### src/rtl/hdlc_tr_pkg.sv
// Shared constants for the HDLC test control router: control bit
// positions (software decodes them) and the mask of writable bits.
package hdlc_tr_pkg;
    localparam int CTL_W      = 8;
    localparam int B_SRST     = 7;
    localparam int B_RTLOOP   = 6;
    localparam int B_CRCT     = 3;
    localparam int B_FTST     = 2;
    localparam int B_ARTST    = 1;
    localparam int B_TRLOOP   = 0;
    // Bits 5:4 are reserved and are never stored.
    localparam logic [CTL_W-1:0] WR_MASK = 8'hCF;
endpackage

### src/rtl/htr_ctl_reg.sv
// Control word register. Bit 7 is a sticky soft reset: a write of one sets
// it, and it clears only on the second write of zero with no write of one
// in between. Assumes one write per strobe cycle and a synchronous reset.
module htr_ctl_reg
    import hdlc_tr_pkg::*;
(
    input  logic             clk,
    input  logic             rst_n,
    input  logic             wr,
    input  logic [CTL_W-1:0] wdata,
    output logic [CTL_W-1:0] rdata,
    output logic             srst,
    output logic             rtloop,
    output logic             ftst,
    output logic             trloop
);
    localparam int LOW_W = CTL_W - 1;

    logic             srst_q;
    logic             armed_q;
    logic [LOW_W-1:0] low_q;

    // Store the writable low bits, with reserved bits forced to zero.
    always_ff @(posedge clk) begin
        if (!rst_n)
            low_q <= '0;
        else if (wr)
            low_q <= wdata[LOW_W-1:0] & WR_MASK[LOW_W-1:0];
    end

    // Sticky reset bit and its two-zero-write clear sequence.
    always_ff @(posedge clk) begin
        if (!rst_n) begin
            srst_q  <= 1'b0;
            armed_q <= 1'b0;
        end else if (wr) begin
            if (wdata[B_SRST]) begin
                srst_q  <= 1'b1;
                armed_q <= 1'b0;
            end else if (srst_q && armed_q) begin
                srst_q  <= 1'b0;
                armed_q <= 1'b0;
            end else if (srst_q) begin
                armed_q <= 1'b1;
            end
        end
    end

    // Present the current control value and decoded mode bits.
    always_comb begin
        rdata  = {srst_q, low_q};
        srst   = srst_q;
        rtloop = rdata[B_RTLOOP];
        ftst   = rdata[B_FTST];
        trloop = rdata[B_TRLOOP];
    end

    a_r2_single_zero_holds: assert property (@(posedge clk) disable iff (!rst_n)
        (wr && !wdata[B_SRST] && srst_q && !armed_q) |=> srst_q);
    a_r3_second_zero_clears: assert property (@(posedge clk) disable iff (!rst_n)
        (wr && !wdata[B_SRST] && armed_q) |=> !srst_q);
    a_r3_armed_needs_set: assert property (@(posedge clk) disable iff (!rst_n)
        armed_q |-> srst_q);
    a_r4_one_rearms: assert property (@(posedge clk) disable iff (!rst_n)
        (wr && wdata[B_SRST]) |=> (srst_q && !armed_q));
    a_r5_low_follows_write: assert property (@(posedge clk) disable iff (!rst_n)
        wr |=> (rdata[B_FTST] == $past(wdata[B_FTST])));
endmodule

### src/rtl/htr_fifo_steer.sv
// FIFO access steering. Routes the received byte stream and the processor
// write/read strobes to the transmit and receive FIFOs according to the
// byte loopback and FIFO test modes. Purely combinational. A received byte
// wins over a processor write that targets the same FIFO in the same cycle.
module htr_fifo_steer #(
    parameter int DATA_W = 8,
    parameter int TAG_W  = 2
) (
    input  logic              clk,
    input  logic              rst_n,
    input  logic              rtloop,
    input  logic              ftst,
    input  logic              cpu_tx_wr,
    input  logic [DATA_W-1:0] cpu_wdata,
    input  logic [TAG_W-1:0]  cpu_wtag,
    input  logic              cpu_rx_rd,
    output logic [DATA_W-1:0] cpu_rdata,
    output logic [TAG_W-1:0]  cpu_rtag,
    input  logic              rcv_valid,
    input  logic [DATA_W-1:0] rcv_byte,
    input  logic [TAG_W-1:0]  rcv_tag,
    output logic              txf_wr,
    output logic [DATA_W-1:0] txf_wdata,
    output logic [TAG_W-1:0]  txf_wtag,
    output logic              txf_rd,
    input  logic [DATA_W-1:0] txf_rdata,
    input  logic [TAG_W-1:0]  txf_rtag,
    output logic              rxf_wr,
    output logic [DATA_W-1:0] rxf_wdata,
    output logic [TAG_W-1:0]  rxf_wtag,
    output logic              rxf_rd,
    input  logic [DATA_W-1:0] rxf_rdata,
    input  logic [TAG_W-1:0]  rxf_rtag
);
    logic loop_hit;
    logic cpu_to_tx;
    logic cpu_to_rx;

    // Decide which source owns each FIFO write port this cycle.
    always_comb begin
        loop_hit  = rtloop && rcv_valid;
        cpu_to_tx = cpu_tx_wr && !ftst && !loop_hit;
        cpu_to_rx = cpu_tx_wr && ftst && !rcv_valid;
    end

    // Transmit FIFO write port.
    always_comb begin
        txf_wr    = loop_hit || cpu_to_tx;
        txf_wdata = loop_hit ? rcv_byte : cpu_wdata;
        txf_wtag  = loop_hit ? rcv_tag  : cpu_wtag;
    end

    // Receive FIFO write port.
    always_comb begin
        rxf_wr    = rcv_valid || cpu_to_rx;
        rxf_wdata = rcv_valid ? rcv_byte : cpu_wdata;
        rxf_wtag  = rcv_valid ? rcv_tag  : cpu_wtag;
    end

    // Processor read side: test mode reads the transmit FIFO.
    always_comb begin
        rxf_rd    = cpu_rx_rd && !ftst;
        txf_rd    = cpu_rx_rd && ftst;
        cpu_rdata = ftst ? txf_rdata : rxf_rdata;
        cpu_rtag  = ftst ? txf_rtag  : rxf_rtag;
    end

    a_r6_rcv_to_both: assert property (@(posedge clk) disable iff (!rst_n)
        (rcv_valid && rtloop) |-> (txf_wr && rxf_wr && txf_wdata == rxf_wdata
                                   && txf_wtag == rxf_wtag));
    a_r7_rcv_owns_rx: assert property (@(posedge clk) disable iff (!rst_n)
        rcv_valid |-> (rxf_wdata == rcv_byte && rxf_wtag == rcv_tag));
    a_r9_test_no_cpu_tx: assert property (@(posedge clk) disable iff (!rst_n)
        (ftst && !rcv_valid) |-> !txf_wr);
    a_r10_one_read: assert property (@(posedge clk) disable iff (!rst_n)
        $onehot0({txf_rd, rxf_rd}));
endmodule

### src/rtl/htr_serial_loop.sv
// Serial loopback selector. Feeds the receiver with the transmit bit while
// the loopback bit and both direction enables are set, else with the line.
module htr_serial_loop (
    input  logic clk,
    input  logic rst_n,
    input  logic trloop,
    input  logic rx_en,
    input  logic tx_en,
    input  logic ser_tx_in,
    input  logic line_rx_in,
    output logic ser_rx_out
);
    logic loop_on;

    // Select the receive bit source.
    always_comb begin
        loop_on    = trloop && rx_en && tx_en;
        ser_rx_out = loop_on ? ser_tx_in : line_rx_in;
    end

    a_r11_line_when_off: assert property (@(posedge clk) disable iff (!rst_n)
        !(trloop && rx_en && tx_en) |-> (ser_rx_out == line_rx_in));
endmodule

### src/rtl/hdlc_test_router.sv
// Top of the HDLC test control router: control register, FIFO steering and
// serial loopback. Assumes FIFOs and framer sit outside and accept one-cycle
// strobes. Synchronous active-low reset.
module hdlc_test_router
    import hdlc_tr_pkg::*;
#(
    parameter int DATA_W = 8,
    parameter int TAG_W  = 2
) (
    input  logic              clk,
    input  logic              rst_n,
    input  logic              reg_wr,
    input  logic [7:0]        reg_wdata,
    output logic [7:0]        reg_rdata,
    output logic              soft_rst,
    input  logic              rx_en,
    input  logic              tx_en,
    input  logic              cpu_tx_wr,
    input  logic [DATA_W-1:0] cpu_wdata,
    input  logic [TAG_W-1:0]  cpu_wtag,
    input  logic              cpu_rx_rd,
    output logic [DATA_W-1:0] cpu_rdata,
    output logic [TAG_W-1:0]  cpu_rtag,
    input  logic              rcv_valid,
    input  logic [DATA_W-1:0] rcv_byte,
    input  logic [TAG_W-1:0]  rcv_tag,
    output logic              txf_wr,
    output logic [DATA_W-1:0] txf_wdata,
    output logic [TAG_W-1:0]  txf_wtag,
    output logic              txf_rd,
    input  logic [DATA_W-1:0] txf_rdata,
    input  logic [TAG_W-1:0]  txf_rtag,
    output logic              rxf_wr,
    output logic [DATA_W-1:0] rxf_wdata,
    output logic [TAG_W-1:0]  rxf_wtag,
    output logic              rxf_rd,
    input  logic [DATA_W-1:0] rxf_rdata,
    input  logic [TAG_W-1:0]  rxf_rtag,
    input  logic              ser_tx_in,
    input  logic              line_rx_in,
    output logic              ser_rx_out
);
    logic rtloop;
    logic ftst;
    logic trloop;

    htr_ctl_reg u_ctl (
        .clk(clk), .rst_n(rst_n), .wr(reg_wr), .wdata(reg_wdata),
        .rdata(reg_rdata), .srst(soft_rst), .rtloop(rtloop),
        .ftst(ftst), .trloop(trloop)
    );

    htr_fifo_steer #(.DATA_W(DATA_W), .TAG_W(TAG_W)) u_steer (
        .clk(clk), .rst_n(rst_n), .rtloop(rtloop), .ftst(ftst),
        .cpu_tx_wr(cpu_tx_wr), .cpu_wdata(cpu_wdata), .cpu_wtag(cpu_wtag),
        .cpu_rx_rd(cpu_rx_rd), .cpu_rdata(cpu_rdata), .cpu_rtag(cpu_rtag),
        .rcv_valid(rcv_valid), .rcv_byte(rcv_byte), .rcv_tag(rcv_tag),
        .txf_wr(txf_wr), .txf_wdata(txf_wdata), .txf_wtag(txf_wtag),
        .txf_rd(txf_rd), .txf_rdata(txf_rdata), .txf_rtag(txf_rtag),
        .rxf_wr(rxf_wr), .rxf_wdata(rxf_wdata), .rxf_wtag(rxf_wtag),
        .rxf_rd(rxf_rd), .rxf_rdata(rxf_rdata), .rxf_rtag(rxf_rtag)
    );

    htr_serial_loop u_ser (
        .clk(clk), .rst_n(rst_n), .trloop(trloop), .rx_en(rx_en),
        .tx_en(tx_en), .ser_tx_in(ser_tx_in), .line_rx_in(line_rx_in),
        .ser_rx_out(ser_rx_out)
    );
endmodule

### config.mk
export PLATFORM = sky130hd
export DESIGN_NAME = hdlc_test_router
export DESIGN_NICKNAME = d
export VERILOG_FILES = /design/src/rtl/hdlc_tr_pkg.sv /design/src/rtl/htr_ctl_reg.sv /design/src/rtl/htr_fifo_steer.sv /design/src/rtl/htr_serial_loop.sv /design/src/rtl/hdlc_test_router.sv
export SDC_FILE = /design/constraint.sdc
export NUM_CORES = 1
export LEC_CHECK = 0
export BUFFER_PORTS_ARGS = -buffer_cell sky130_fd_sc_hd__buf_4
export CAP_MARGIN = 5
export CORE_UTILIZATION = 33
export CTS_CLUSTER_DIAMETER = 60
export DETAILED_ROUTE_END_ITERATION = 6
export PLACE_DENSITY = 0.82
export SKIP_CTS_REPAIR_TIMING = 1
export SLEW_MARGIN = 20
export SYNTH_ARGS = -nofsm -noshare
export SYNTH_HDL_FRONTEND = slang
export SYNTH_SLANG_ARGS = --single-unit
### constraint.sdc
create_clock -name clk -period 2.6 [get_ports clk]
set_input_delay 0.39 -clock clk [delete_from_list [all_inputs] [get_ports clk]]
set_output_delay 0.39 -clock clk [all_outputs]
set_load 0.03 [all_outputs]
==> summary.txt <==
Timing
  – Fmax: 504 MHz
  – Final WS setup: 0.615 ns
  – Hold Violations, Final: 0
  – RSZ-0062 raised after global routing: no
  – Fin crit period: 1.98 ns
  – Slew Limit Fails: 0
  – Count of endpoints failing setup in the final report: 0
  – Tcrit/Tclk final: 76.3%
  – Slew HR: 59.8%
  – Skew final: 0.0000828 ns
  – Worst hold margin: 0.374 ns
  – Setup TNS: 0 ns
  – Slew @ Worst Pin: 0.601 ns

Setup path
  – Required time of the critical path: 2.21 ns
  – FF-to-FF setup slack: 1.59 ns
  – Critical R2R Capture: u_ctl.low_q[2]
  – Worst r2r src: u_ctl.low_q[2]
  – Slowest-stage cell, CP: nand2_1
  – CP peak stage delay: 0.45 ns
  – Critical Path Start: u_ctl.low_q[6]
  – Cells along the critical path: nand2_1, mux2_2, buf_4
  – CP Launch Type: register
  – Worst R2R Path Depth: 2
  – CP Class: reg2out
  – Crit end category: output pin
  – CP Max Fanout: 11
  – Critical Path AT: 1.59 ns
  – CP Capture Point: txf_wdata[4]

Cells and area
  – Layout cells sized above 1: 79.5%
  – Reg area: 140 um2
  – Final instance area: 1480 um2
  – Most frequent cells in the layout: buf_4 (97), mux2_2 (22), mux2_4 (9)
  – # diodes: 0
  – Multi-input logic area: 541 um2
  – Fillers: 187
  – Commonest non-fill, non-tap cell in the layout: buf_4
  – Final nets: 225
  – Area Growth Syn to Fin: 92.7%

Power and ir drop
  – Gate power share: 58.7%
  – Worst VDD drop: 0.000289 V
  – Power Total: 0.540 mW
  – Sw frac: 38.9%
  – Leak: 0.796 nW
  – Seq pwr share: 22.6%
  – Clock Power Share: 18.7%
  – Internal: 0.330 mW
  – PD cells: 365 nW/um2
  – P_sw: 0.210 mW

Floorplan
  – Io pins: 102
  – Die ar.: 2520 um2
  – Starting Density: 35.0%
  – Die W: 50.2 um
  – Die height: 50.2 um
  – FP Rows: 17
  – Core box area: 2190 um2

GRT
  – Initial antenna violation count: 0
  – Remaining global-route overflow: 0
  – GRT Resource Usage Total: 19.4%
  – Vias in the first global route: 809
  – First-pass GRT wire length: 3720 um
  – Pin count of the biggest net entering global routing: 17

Detailed routing
  – DRC errors left: 0
  – ANT nets after route: 0
  – Initial DRC count: 6
  – DR vias: 893
  – Avg WL per Cell: 13.3 um
  – Final WL: 2590 um
  – DRT Pass-1 Iters: 4
  – Routed vias/inst: 4.60

Place
  – Post-DP HPWL: 2210 um
  – Gpl congestion: 0.633
  – Area after DPL: 1450 um2
  – I/O Buffers: 97
  – Post-Place Setup Slack: 0.631 ns

Clocking
  – Clock-pin transition on the worst setup and hold timing paths: 0.05 ns
  – Clock Sinks: 7
  – TritonCTS buffer count: 3
  – Cell at the root of the clock tree: clkbuf_4
  – CTS H-tree lvls: 1
  – Clk_lat worst skew: 0.25 ns
  – Clk buf depth: 2
  – CTS tree: yes

Logic synthesis
  – Synth Warn #: 0
  – Sequential area share after synthesis: 18.3%
  – Seq cells post-synth: 7
  – Avg Cell Area, Syn: 10.2 um2
  – Count of cell types in the netlist: 21
  – Number of synthesized flops with an enable pin: 0
  – Cell count after synthesis: 75
  – Async SR Flop Fraction: 0%
  – Post-Syn Area: 767 um2
  – Most used DFF post-synth: dfxtp_1

Hold path
  – HP Class: in2reg

Run
  – Max-cap check violation count: 0

Outcome
  – Outcome: completed
## synth_stat cells, types with 2 or more instances
cell | n | area share (%)
mux2_4 | 9 | 18
mux2_2 | 22 | 32
dfxtp_1 | 7 | 18
nor2_1 | 5 | 2.4
buf_2 | 3 | 2.0
mux2i_1 | 5 | 6.5
nand2_1 | 3 | 1.5
buf_6 | 2 | 2.9
buf_4 | 6 | 5.9
inv_1 | 2 | 0.98
## per-stage QoR
| stage | util, % | std cells |
|---|---|---|
| 6_report | 67.4 | 194 |
| 3_5_place_dp | 66.2 | 190 |
| 5_1_grt | 67.4 | 194 |
| 2_1_floorplan | - | 76 |
| 4_1_cts | 67.4 | 194 |
| 3_3_place_gp | 66.2 | 190 |
## worst max-delay path, delay by kind of cell (launching register included)
family	cells	cell delay, ns
multiplexers	1	0.40
flip-flops	1	0.32
AND/OR/NAND/NOR	1	0.45
buffers and inverters	1	0.17
## area by class of cell
class	count	share of cell area [%]
Timing Repair Buffer	97	49.3
Multi-Input combinational cell	56	36.6
Sequential cell	7	9.48
Tap cell	28	2.37
Clock buffer	4	1.78
Inverter	2	0.508
## power groups by stage
stage                     combinational, mW  sequential [mW]  clock, mW
after floorplan                       0.184            0.125          0
after global placement                0.313            0.123          0
after detailed placement              0.318            0.124          0
after CTS                             0.319            0.122      0.102
after global routing                  0.333            0.123      0.113
final                                 0.317            0.122      0.101
## registers in the layout (all words and copies together), names as in the netlist
signal and flops:
u_ctl.low_q 5, u_ctl.srst 1, u_ctl.armed_q 1
## layer usage
layer	wire length [um]	part of all wire [%]	up-vias	GRT usage, %
li1	-	-	438	-
met1	880	34	404	20.6
met2	1480	57	49	36.2
met3	214	8.3	2	6.97
met4	14	0.54	0	3.33
met5	0	0	-	0
## cells by family (layout without fill, tap and decap cells)
family                 Yosys count  count (layout)  synth area share [%]
AOI/OAI and AO/OA                6               6                  5.38
buffers and inverters           13             103                  11.7
DFF                              7               7                  18.3
muxes                           36              36                  56.4
other                            1               2                 0.489
and+or+nand+nor                 12              12                  7.67
## how the worst min path moves through the flow
stage,start,end,slack (ns),cells after the start
floorplan,u_ctl.armed_q,u_ctl.armed_q,0.44,2
global placement,u_ctl.armed_q,u_ctl.armed_q,0.45,2
detailed placement,u_ctl.low_q[1],u_ctl.low_q[1],0.50,2
CTS,reg_wdata[1],u_ctl.low_q[1],0.38,3
global route,reg_wdata[1],u_ctl.low_q[1],0.39,3
finish,reg_wdata[3],u_ctl.low_q[3],0.37,3
Power figures use the tool's default switching activity.
